<file path="src/rtl/rbt_pkg.sv">
package rbt_pkg;
  // One signed digit as a {plus, minus} pair: 00 = 0, 10 = +1, 01 = -1.
  typedef logic [1:0] sdig_t;

  function automatic logic signed [2:0] sd_val(input sdig_t d);
    return $signed({2'b00, d[1]}) - $signed({2'b00, d[0]});
  endfunction

  function automatic sdig_t sd_enc(input logic signed [2:0] v);
    return {v == 3'sd1, v == -3'sd1};
  endfunction
endpackage

</file>
<file path="src/rtl/rbt_ppgen.sv">
module rbt_ppgen #(
  parameter int N = 8,
  localparam int OW = 2 * N
) (
  input  logic          twos_mode,
  input  logic [N-1:0]  op_a,
  input  logic [N-1:0]  op_b,
  output logic [OW-1:0] pp_pos [N],
  output logic [OW-1:0] pp_neg [N]
);
  logic [N-1:0] a_pos, a_neg, b_pos, b_neg;

  // Recode: unsigned bits map straight across; in two's complement the top bit is a -1 digit.
  assign a_pos = twos_mode ? {1'b0, op_a[N-2:0]} : op_a;
  assign a_neg = twos_mode ? {op_a[N-1], {(N-1){1'b0}}} : '0;
  assign b_pos = twos_mode ? {1'b0, op_b[N-2:0]} : op_b;
  assign b_neg = twos_mode ? {op_b[N-1], {(N-1){1'b0}}} : '0;

  for (genvar j = 0; j < N; j++) begin : g_row
    logic [OW-1:0] wa_pos, wa_neg;
    assign wa_pos = {{N{1'b0}}, a_pos} << j;
    assign wa_neg = {{N{1'b0}}, a_neg} << j;
    // A -1 multiplier digit negates the multiplicand by swapping the digit halves.
    assign pp_pos[j] = b_pos[j] ? wa_pos : (b_neg[j] ? wa_neg : '0);
    assign pp_neg[j] = b_pos[j] ? wa_neg : (b_neg[j] ? wa_pos : '0);
  end
endmodule

</file>
<file path="src/rtl/rbt_sd_add.sv">
module rbt_sd_add
  import rbt_pkg::*;
#(
  parameter int W = 16
) (
  input  logic [W-1:0] x_pos,
  input  logic [W-1:0] x_neg,
  input  logic [W-1:0] y_pos,
  input  logic [W-1:0] y_neg,
  output logic [W-1:0] z_pos,
  output logic [W-1:0] z_neg
);
  logic [W-1:0] c_pos, c_neg, s_pos, s_neg;
  logic [W-1:0] lx_neg, ly_neg, ci_pos, ci_neg;

  // Negative-digit flags of the next lower position; below digit 0 everything reads as zero.
  assign lx_neg = {x_neg[W-2:0], 1'b0};
  assign ly_neg = {y_neg[W-2:0], 1'b0};

  // First step: split each digit sum into a carry and an interim digit.
  always_comb begin
    logic signed [2:0] t;
    logic nn;
    for (int i = 0; i < W; i++) begin
      t  = sd_val({x_pos[i], x_neg[i]}) + sd_val({y_pos[i], y_neg[i]});
      nn = ~(lx_neg[i] | ly_neg[i]);
      {c_pos[i], c_neg[i], s_pos[i], s_neg[i]} = 4'b0000;
      case (t)
        3'sd2:  c_pos[i] = 1'b1;
        -3'sd2: c_neg[i] = 1'b1;
        3'sd1:  if (nn) {c_pos[i], s_neg[i]} = 2'b11; else s_pos[i] = 1'b1;
        -3'sd1: if (nn) s_neg[i] = 1'b1; else {c_neg[i], s_pos[i]} = 2'b11;
        default: ;
      endcase
    end
  end

  // Carries move up one position; the carry out of the top digit is dropped (result taken modulo 2^W).
  assign ci_pos = {c_pos[W-2:0], 1'b0};
  assign ci_neg = {c_neg[W-2:0], 1'b0};

  // Second step: interim digit plus incoming carry, which always stays inside {-1, 0, 1}.
  always_comb begin
    logic signed [2:0] v;
    for (int i = 0; i < W; i++) begin
      v = sd_val({s_pos[i], s_neg[i]}) + sd_val({ci_pos[i], ci_neg[i]});
      {z_pos[i], z_neg[i]} = sd_enc(v);
    end
  end
endmodule

</file>
<file path="src/rtl/rbt_sd2bin.sv">
module rbt_sd2bin #(
  parameter int W = 16
) (
  input  logic [W-1:0] d_pos,
  input  logic [W-1:0] d_neg,
  output logic [W-1:0] bin
);
  // The only carry chain in the block: positive digits minus negative digits.
  assign bin = d_pos - d_neg;
endmodule

</file>
<file path="src/rtl/rbt_mult.sv">
module rbt_mult #(
  parameter int N = 8
) (
  input  logic           clk,
  input  logic           rst,
  input  logic           twos_mode,
  input  logic [N-1:0]   op_a,
  input  logic [N-1:0]   op_b,
  output logic [2*N-1:0] prod_q
);
  localparam int OW = 2 * N;
  localparam int LV = $clog2(N);

  logic [OW-1:0] pp_pos [N];
  logic [OW-1:0] pp_neg [N];
  logic [OW-1:0] root_pos, root_neg, prod_d;

  rbt_ppgen #(.N(N)) u_ppgen (
    .twos_mode(twos_mode),
    .op_a(op_a),
    .op_b(op_b),
    .pp_pos(pp_pos),
    .pp_neg(pp_neg)
  );

  // Level l holds N >> l signed-digit values; node j of level l sums nodes 2j and 2j+1 of level l-1.
  for (genvar l = 0; l <= LV; l++) begin : g_lvl
    localparam int CNT = N >> l;
    logic [OW-1:0] s_pos [CNT];
    logic [OW-1:0] s_neg [CNT];
    if (l == 0) begin : g_leaf
      for (genvar j = 0; j < CNT; j++) begin : g_pp
        assign s_pos[j] = pp_pos[j];
        assign s_neg[j] = pp_neg[j];
      end
    end else begin : g_add
      for (genvar j = 0; j < CNT; j++) begin : g_node
        rbt_sd_add #(.W(OW)) u_add (
          .x_pos(g_lvl[l-1].s_pos[2*j]),
          .x_neg(g_lvl[l-1].s_neg[2*j]),
          .y_pos(g_lvl[l-1].s_pos[2*j+1]),
          .y_neg(g_lvl[l-1].s_neg[2*j+1]),
          .z_pos(s_pos[j]),
          .z_neg(s_neg[j])
        );
      end
    end
  end

  assign root_pos = g_lvl[LV].s_pos[0];
  assign root_neg = g_lvl[LV].s_neg[0];

  rbt_sd2bin #(.W(OW)) u_conv (
    .d_pos(root_pos),
    .d_neg(root_neg),
    .bin(prod_d)
  );

  always_ff @(posedge clk) begin
    if (rst) prod_q <= '0;
    else     prod_q <= prod_d;
  end
endmodule

</file>
<file path="config.mk">
export PLATFORM = sky130hd
export DESIGN_NAME = rbt_mult
export DESIGN_NICKNAME = d
export VERILOG_FILES = /design/src/rtl/rbt_pkg.sv /design/src/rtl/rbt_ppgen.sv /design/src/rtl/rbt_sd_add.sv /design/src/rtl/rbt_sd2bin.sv /design/src/rtl/rbt_mult.sv
export SDC_FILE = /design/constraint.sdc
export NUM_CORES = 1
export LEC_CHECK = 0
export BUFFER_PORTS_ARGS = -buffer_cell sky130_fd_sc_hd__buf_2
export CAP_MARGIN = 20
export CORE_ASPECT_RATIO = 0.5
export CORE_UTILIZATION = 42
export DETAILED_ROUTE_END_ITERATION = 16
export SYNTH_ARGS = -nofsm -noshare
export SYNTH_HDL_FRONTEND = slang
export SYNTH_SLANG_ARGS = --single-unit
</file>
<file path="constraint.sdc">
create_clock -name clk -period 15.2 [get_ports clk]
set_input_delay 0.76 -clock clk [delete_from_list [all_inputs] [get_ports clk]]
set_output_delay 0.76 -clock clk [all_outputs]
set_load 0.01 [all_outputs]
</file>
### Word-level counts from Yosys, hierarchy flattened

Cells that the tools add are included.

| word-level totals | value |
|---|---|
| register bits after elaboration | 16 |
| logic and storage cells | 2215 |
| memory bits (writable) | 0 |
| bits in latches | 0 |
| input port bits | 19 |
| memories | 0 |
| output and inout port bits | 16 |
| ROM bits | 0 |

| operators by class | value |
|---|---|
| bitwise logic cells | 105 |
| $mul | 0 |
| shift operators | 0 |
| add/sub/neg operators | 659 |
| reductions and logical operators | 119 |
| order comparisons | 0 |
| mux-type cells | 673 |
| div/mod/pow operators | 0 |
| eq/ne operators | 658 |

Operators with widths:

| operator | number |
|---|---|
| $sub 1x1->2 | 431 |
| $eq 3x1->1 const B | 224 |
| $add 3x3->3 | 217 |
| $eq 3x2->1 const B | 217 |
| $eq 3x3->1 const B | 217 |
| $mux 1 | 441 |
| $pmux 1 s2 | 196 |
| $reduce_or 2->1 | 119 |
| $mux 16 | 12 |
| $or 1x1->1 | 104 |
| $mux 15 | 4 |
| $mux 14 | 4 |
| $mux 8 | 6 |
| $mux 13 | 2 |
| $mux 12 | 2 |
| $mux 11 | 2 |
| $mux 10 | 2 |
| $mux 9 | 2 |
| $sub 16x16->16 | 1 |
| $sub 1x1->2 const A | 7 |
| $sub 1x1->2 const AB | 3 |
| $or 1x1->1 const A | 1 |

### Logic depth before layout (Yosys ltp)

Gate-level depths: netlist (run 1).

| depth | value |
|---|---|
| word-level depth | 28 |
| gate-level depth with buffers | 47 |
| depth with buffers taken out | 46 |

### By module

A second synthesis (run 1) with hierarchy kept.

| unflattened totals | value |
|---|---|
| cells, all modules | 3257 |
| area, all modules | 25122.8 um2 |

By module, submodules not included:

| module | area each (um2) | times used | cells an instance | seq. area each (um2) |
|---|---|---|---|---|
| rbt_sd_add (g_lvl[1].g_add.g_node[0].u_add ...) | 3115.5 | 3 | 405 | 0.0 |
| rbt_sd_add (g_lvl[2].g_add.g_node[1].u_add) | 3118.0 | 1 | 405 | 0.0 |
| rbt_sd_add (g_lvl[2].g_add.g_node[0].u_add) | 3116.7 | 1 | 404 | 0.0 |
| rbt_sd_add (g_lvl[3].g_add.g_node[0].u_add) | 3115.5 | 1 | 403 | 0.0 |
| rbt_sd_add (g_lvl[1].g_add.g_node[1].u_add) | 3094.2 | 1 | 404 | 0.0 |
| rbt_ppgen | 1910.6 | 1 | 261 | 0.0 |
| rbt_sd2bin | 957.2 | 1 | 132 | 0.0 |
| rbt_mult | 464.2 | 1 | 33 | 320.3 |

### Worst setup path after synthesis (run 1)

Ideal clock, no wire load.

| timing path | value |
|---|---|
| path type | in2reg |
| start point | in op_a[3] |
| end point | reg prod_q[15] |
| data arrival time | 8804 ps |
| setup time | 121 ps |
| buffers on the path | 1 |
| stages on the path | 46 |
| required time | 15079 ps |
| slack | 6274 ps |
| cell sequence | clkbuf_1 > and2_1 > ha_1 > inv_1 > ha_1 > nor3_1 > a31oi_1 > ha_1 > inv_1 > ha_1 > inv_1 > fa_1 > nand3b_1 > ha_1 > inv_1 > ha_1 > inv_1 > fa_1 > [... 10 more ...] > ha_1 > inv_1 > fa_1 > nor2_1 > a21oi_1 > or2_2 > ha_1 > inv_1 > ha_1 > inv_1 > fa_1 > nand3b_1 > o21ai_0 > a21oi_1 > nand2_1 > a21oi_2 > a22oi_1 > mux2_4 |

| on the way | value |
|---|---|
| word-level cells in the longest chain between the ends | 28 |
| elaborated cells on any way between the ends | 720 |
| those cells by class | add/sub (195); eq/ne (218); mux (243); bitwise (32); reduce/logical (32) |

RTL lines:

| item | RTL line | RTL |
|---|---|---|
| start: declaration | rbt_mult.sv:7 | `input logic [N-1:0] op_a,` |
| $mux 8 (*) | rbt_ppgen.sv:14 | `assign a_pos = twos_mode ? {1'b0, op_a[N-2:0]} : op_a;` |
| $mux 8 (tied with other cells) | rbt_ppgen.sv:25 | `assign pp_neg[j] = b_pos[j] ? wa_neg : (b_neg[j] ? wa_pos : '0);` |
| $mux 16 (tied with other cells) | rbt_ppgen.sv:25 |  |
| $sub 1x1->2 | rbt_pkg.sv:6 | `return $signed({2'b00, d[1]}) - $signed({2'b00, d[0]});` |
| $add 3x3->3 | rbt_sd_add.sv:25 | `t = sd_val({x_pos[i], x_neg[i]}) + sd_val({y_pos[i], y_neg[i]});` |
| $eq 3x1->1 / $eq 3x3->1 (equally long branches) | rbt_sd_add.sv:28 | `case (t)` |
| $reduce_or 2->1 (no source line) | - |  |
| $mux 1 | - |  |
| [... 12 more ...] | - |  |
| $add 3x3->3 | rbt_sd_add.sv:25 |  |
| $eq 3x1->1 / $eq 3x3->1 (equally long branches) | rbt_sd_add.sv:28 |  |
| $reduce_or 2->1 (no source line) | - |  |
| $mux 1 | - |  |
| $sub 1x1->2 | rbt_pkg.sv:6 |  |
| $add 3x3->3 | rbt_sd_add.sv:46 | `v = sd_val({s_pos[i], s_neg[i]}) + sd_val({ci_pos[i], ci_neg[i]});` |
| $eq 3x2->1 / $eq 3x1->1 (equally long branches) | rbt_pkg.sv:10 | `return {v == 3'sd1, v == -3'sd1};` |
| $sub 16x16->16 (*) | rbt_sd2bin.sv:9 | `assign bin = d_pos - d_neg;` |
| end signal: assignment | rbt_mult.sv:61 | `else prod_q <= prod_d;` |
| end: declaration | rbt_mult.sv:9 | `output logic [2*N-1:0] prod_q` |

Every way passes the cells marked *; elsewhere a longest branch is shown, timed or not.
A chain may end at the register's enable or synchronous reset.

### Final worst setup path (run 1)

| timing path | value |
|---|---|
| start point | in twos_mode |
| end point | reg prod_q[15] |

| on the way | value |
|---|---|
| word-level cells in the longest chain between the ends | 28 |
| elaborated cells on any way between the ends | 1208 |
| those cells by class | add/sub (324); eq/ne (368); mux (397); bitwise (57); reduce/logical (62) |

RTL lines:

| item | RTL line | RTL |
|---|---|---|
| start: declaration | rbt_mult.sv:6 | `input logic twos_mode,` |
| $mux 8 (on tied branches) | rbt_ppgen.sv:15, rbt_ppgen.sv:14, rbt_ppgen.sv:17 |  |
| $mux 8 (tied with other cells) | rbt_ppgen.sv:24 | `assign pp_pos[j] = b_pos[j] ? wa_pos : (b_neg[j] ? wa_neg : '0);` |
| $mux 16 (tied with other cells) | rbt_ppgen.sv:24 |  |
| $sub 1x1->2 | rbt_pkg.sv:6 |  |
| $add 3x3->3 | rbt_sd_add.sv:25 |  |
| $eq 3x1->1 / $eq 3x3->1 (equally long branches) | rbt_sd_add.sv:28 |  |
| $reduce_or 2->1 (no source line) | - |  |
| $mux 1 | - |  |
| [... 12 more ...] | - |  |
| $add 3x3->3 | rbt_sd_add.sv:25 |  |
| $eq 3x1->1 / $eq 3x3->1 (equally long branches) | rbt_sd_add.sv:28 |  |
| $reduce_or 2->1 (no source line) | - |  |
| $mux 1 | - |  |
| $sub 1x1->2 | rbt_pkg.sv:6 |  |
| $add 3x3->3 | rbt_sd_add.sv:46 |  |
| $eq 3x2->1 / $eq 3x1->1 (equally long branches) | rbt_pkg.sv:10 |  |
| $sub 16x16->16 (*) | rbt_sd2bin.sv:9 |  |

Marked as above.

==> impl_metrics.tcl, run 1 <==
set metrics [dict create \
    cts.sinks 16 \
    dp.cells 1457 \
    drive_gt1_share_pct 5.56 \
    area_delta_synth_final_pct 6.08 \
    gr-total-overflow 0 \
    start_kind "primary input" \
    rsz0062_at_grt "false" \
    cts_root_buffer "clkbuf_16" \
    ctsResizeCount 0 \
    drt-vias-per-instance 4.94 \
    dieArea_um2 22500 \
    wl_um 17500 \
    post-route-min-period_ns 9.20 \
    crit_arrival_ns 9.34 \
    grt_pass1_vias 7433 \
    io_pins 35 \
    ys_ff_latch 16 \
    synth_edf_count 0 \
    clk_path_buf_depth 2 \
    drt_pass1_iterations 4 \
    largest_register "prod_q" \
    cp.required_ns 15.34 \
    synth.area.top_cells "ha_1 25%, fa_1 22%, inv_1 8.5%" \
    grt.total_usage_pct 17.0 \
    antenna_cells 0 \
    dieWidth_um 211 \
    clk_pin_slew_ns 0.05 \
    drv_slew 0 \
    wire_per_inst_um 12.0 \
    path_class "in2reg" \
    clock.fmax_mhz 109 \
    fp.dieH_um 107 \
    fin_nets 1478 \
    slowest_delay_ns 0.56 \
    synthFlopType "dfxtp_1" \
    fin_crit_sh_pct 60.5 \
    yosysUniqueCellTypes 68 \
    core_um2 21000 \
    row_count 37 \
    numPortBuffers 34 \
    largest_register_ffs 16 \
    cts_buffers 3 \
    grt_pass1_wl_um 32200 \
    synth_top_area_share_pct 25.3 \
    synth.avg_cell_area_um2 8.04 \
    slowest_stage "fa_1" \
    ys_warn_count 0 \
    cts_tree "built" \
    status "finished, final reports clean" \
    vias 7217 \
    fin_cells 1461 \
    ys_seq_area_share_pct 3.48 \
    async_reset_ff_share_pct 0 \
    setup_violations 0 \
    gp_congestion 0.793 \
    initial_core_util_pct 43.8 \
    cap_violations 0 \
    cp_max_fo 16 \
    detail-route-antenna-nets 0 \
    grt_max_degree 21 \
    yosys.area.top_type "ha_1" \
    hold_viol 0 \
    drc 0 \
    h-tree-depth 1 \
    hold_buffers 0 \
    detailed_place_hpwl_um 15400 \
    synth_cells 1145 \
    antenna_found_initial 0 \
    worstHoldPathType "in2reg" \
    drt_iter0_markers 319 \
    fin_setup_tns_ns 0 \
    end_kind "flop" \
    postCtsSetupRepairBufs 0 \
    netlist_area_um2 9200 \
    reg.largest.list "prod_q: 16 flops" \
]
[stage by stage]
| step | hold slack [ns] | utilization, % | setup WS, ns | area (um2) |
|---|---|---|---|---|
| after floorplan | 0.972 | - | 6.27 | 9230 |
| after global placement | 1.15 | 46.0 | 5.88 | 9670 |
| after detailed placement | 1.15 | 46.0 | 5.75 | 9670 |
| after CTS | 0.893 | 46.5 | 5.99 | 9760 |
| after global routing | 0.923 | 46.5 | 5.38 | 9760 |
| final | 0.905 | 46.5 | 6.00 | 9760 |
[path summary, 6_finish.rpt]
| path | startpoint | endpoint | slack (ns) | depth (start not counted) |
|---|---|---|---|---|
| setup / recovery | twos_mode | prod_q[15] | 6.00 | 46 |
| hold / removal | rst | prod_q[1] | 0.90 | 2 |
[cells in the final DEF, fill, tap and decap left out, types with 8 or more instances in the layout]
cell type,instances
a21boi_0,14
xnor2_1,17
nand3b_1,24
buf_2,34
nor2b_1,20
mux2i_1,8
or2_2,10
fa_1,103
nor2_1,50
a21oi_1,36
and3b_1,8
nand2_1,149
ha_1,186
inv_1,208
and3_1,14
nand3_1,23
conb_1,9
xor2_1,36
and2_1,54
o21ai_0,19
nor3_1,8
dfxtp_1,16
nand2b_1,31
[area by class of cell]
cell class / instances / area (um2)
Fill cell: 2085 / 11300
Multi-Input combinational cell: 907 / 8040
Inverter: 208 / 781
Tap cell: 292 / 365
Sequential cell: 16 / 320
Timing Repair Buffer: 34 / 170
Clock buffer: 4 / 88.8
[kinds of logic (layout without fill, tap and decap cells)]
family	count (synthesis)	count (layout)	synth area share (%)
adders and majority gates	289	289	47.7
muxes	13	13	1.52
AOI/OAI and AO/OA	126	126	9.15
other	2	9	0.0816
DFF	16	16	3.48
buffers and inverters	229	246	9.48
xor gates and xnor gates	53	53	5.04
and+or+nand+nor	417	417	23.6
[Yosys cell counts, drive strengths merged (8+ instances only)]
| cell type | count |
|---|---|
| a21boi | 17 |
| a21oi | 37 |
| and2 | 55 |
| and3 | 16 |
| and3b | 8 |
| clkbuf | 20 |
| dfxtp | 16 |
| fa | 103 |
| ha | 186 |
| inv | 208 |
| mux2i | 8 |
| nand2 | 149 |
| nand2b | 31 |
| nand3 | 23 |
| nand3b | 25 |
| nor2 | 50 |
| nor2b | 21 |
| nor3 | 8 |
| o21ai | 21 |
| or2 | 10 |
| xnor2 | 17 |
| xor2 | 36 |
[critical path: cells and delay by family]
kind                     cells  cell delay (ns)
AO/OA/AOI/OAI                7             0.85
adder cells (fa/ha/maj)     16             4.86
buffers and inverters       12             0.94
multiplexers                 1             0.31
AND/OR/NAND/NOR             10             1.62
[per-layer routing]
| layer | track usage, % | part of all wire, % |
|---|---|---|
| met3 | 2.49 | 3.5 |
| met1 | 21.9 | 49 |
| met4 | 1.50 | 0.55 |
| met5 | 0 | 0 |
| met2 | 31.3 | 47 |
Power of run 1 is left out: the tool's default activity adds up to more than one toggle a clock period on the data nets, which glitch-free logic cannot reach.
==> run 2: changes to the inputs <==
- clock period: 15.2 -> 8.25 ns (I/O delays scaled with it)
==> run 2 against run 1 <==
Utilization rose by 5.7 points; hold slack got worse by 0.35 ns; routed wire length rose by 6.7%; design area rose by 12%; worst setup slack got worse by 5.9 ns; critical path depth fell by 2.
==> impl_metrics.tcl, run 2 (synthesized netlist as in run 1, its figures left out) <==
set metrics [dict create \
    setup_ws_ns 0.0875 \
    post-route-min-period_ns 8.16 \
    fin_crit_sh_pct 98.9 \
    hold_viol 0 \
    fp.dieH_um 107 \
    antenna_cells 0 \
    clk_path_buf_depth 2 \
    cts_buffers 3 \
    wl_um 18700 \
    slowest_delay_ns 0.56 \
    rsz0062_at_grt "true" \
    antenna_found_initial 1 \
    hold_depth 2 \
    cp_num_buf_inv 13 \
    clk_pin_slew_ns 0.05 \
    tightest_slew_ns 0.504 \
    slowest_stage "fa_2" \
    worstHoldPathType "in2reg" \
    clock.fmax_mhz 123 \
    drt_iter0_markers 189 \
    dieArea_um2 22500 \
    fill_cells 2028 \
    crit_arrival_ns 8.31 \
    drc 0 \
    dpl-instance-area_um2 10400 \
    io_pins 35 \
    ff_latch_area_um2 320 \
    gr-total-overflow 0 \
    cp_max_fo 4 \
    place_ws_ns -0.486 \
    crit_cells 44 \
    final_common_cell "inv_1" \
    grt_pass1_vias 7925 \
    row_count 37 \
    drv_slew 0 \
    dieWidth_um 211 \
    gp_congestion 0.823 \
    fin_setup_tns_ns 0 \
    drt_pass1_iterations 5 \
    multiInputGateArea_um2 8500 \
    grt_max_degree 21 \
    largest_register_ffs 16 \
    cap_violations 0 \
    cp_common_cell "inv_2" \
    cts_root_buffer "clkbuf_16" \
    numPortBuffers 34 \
    crit_family "adder cells" \
    setup_violations 0 \
    path_class "in2reg" \
    relSlewSlack_pct 66.2 \
    wire_per_inst_um 12.1 \
    status "finished, final reports clean" \
    core_um2 21000 \
    drive_gt1_share_pct 20.1 \
    fin_nets 1566 \
    largest_register "prod_q" \
    cts.sinks 16 \
    vias 7420 \
    detail-route-antenna-nets 0 \
    design_area_um2 11000 \
    grt_pass1_wl_um 34300 \
    grt.total_usage_pct 18.2 \
    end_kind "flop" \
    reg.largest.list "prod_q: 16 flops" \
    final_cell_mix "189 x inv_1, 158 x ha_1, 146 x nand2_1, 96 x fa_1, 83 x buf_4" \
    initial_core_util_pct 43.8 \
    area_delta_synth_final_pct 19.2 \
    drt-vias-per-instance 4.79 \
    hold_slack_ns 0.558 \
    h-tree-depth 1 \
    cp.required_ns 8.39 \
    cts_tree "built" \
    start_kind "primary input" \
    detailed_place_hpwl_um 16400 \
]
==> run 2: cell types whose count changed in the layout (fill, tap and decap cells not counted), moves of 10 or more <==
cell	previous run	this run
and2_1	54	44
and2_4	0	10
inv_2	0	15
buf_4	0	83
ha_2	0	14
ha_1	186	158
ha_4	0	14
inv_1	208	189
==> run 2: final timing paths <==
check / from / endpoint / slack, ns
max: op_a[4] / prod_q[15] / 0.09
min: rst / prod_q[1] / 0.56
==> run 2: cell type report <==
cell class,count,share of cell area (%)
flip-flops and latches,16,2.92
inverters,208,7.21
multi-input cells,907,77.5
clock buffers,3,0.684
repair buffers,122,8.34
well taps,292,3.33
==> run 2: timing repair <==
action | in CTS | in global routing
setup endpoints to repair | 3 | 5
hold buffers | 0 | 0
pin swaps | 47 | 53
resized for setup | 49 | 69
buffers inserted | 11 | 2
gates cloned | 0 | 0
==> run 2: routing by layer <==
layer,up-vias,part of all wire [%],track usage (%)
met4,0,0.43,1.35
met5,-,0,0
li1,3832,-,-
met1,3527,50,23.4
met2,57,47,33.4
met3,4,2.8,2.81
==> run 2: per-stage QoR <==
stage,util (%),cells
floorplan,-,1152
global placement,49.3,1535
detailed placement,49.3,1535
CTS,50.8,1548
global route,52.2,1548
finish,52.2,1548
Power of run 2 is left out for the same reason.
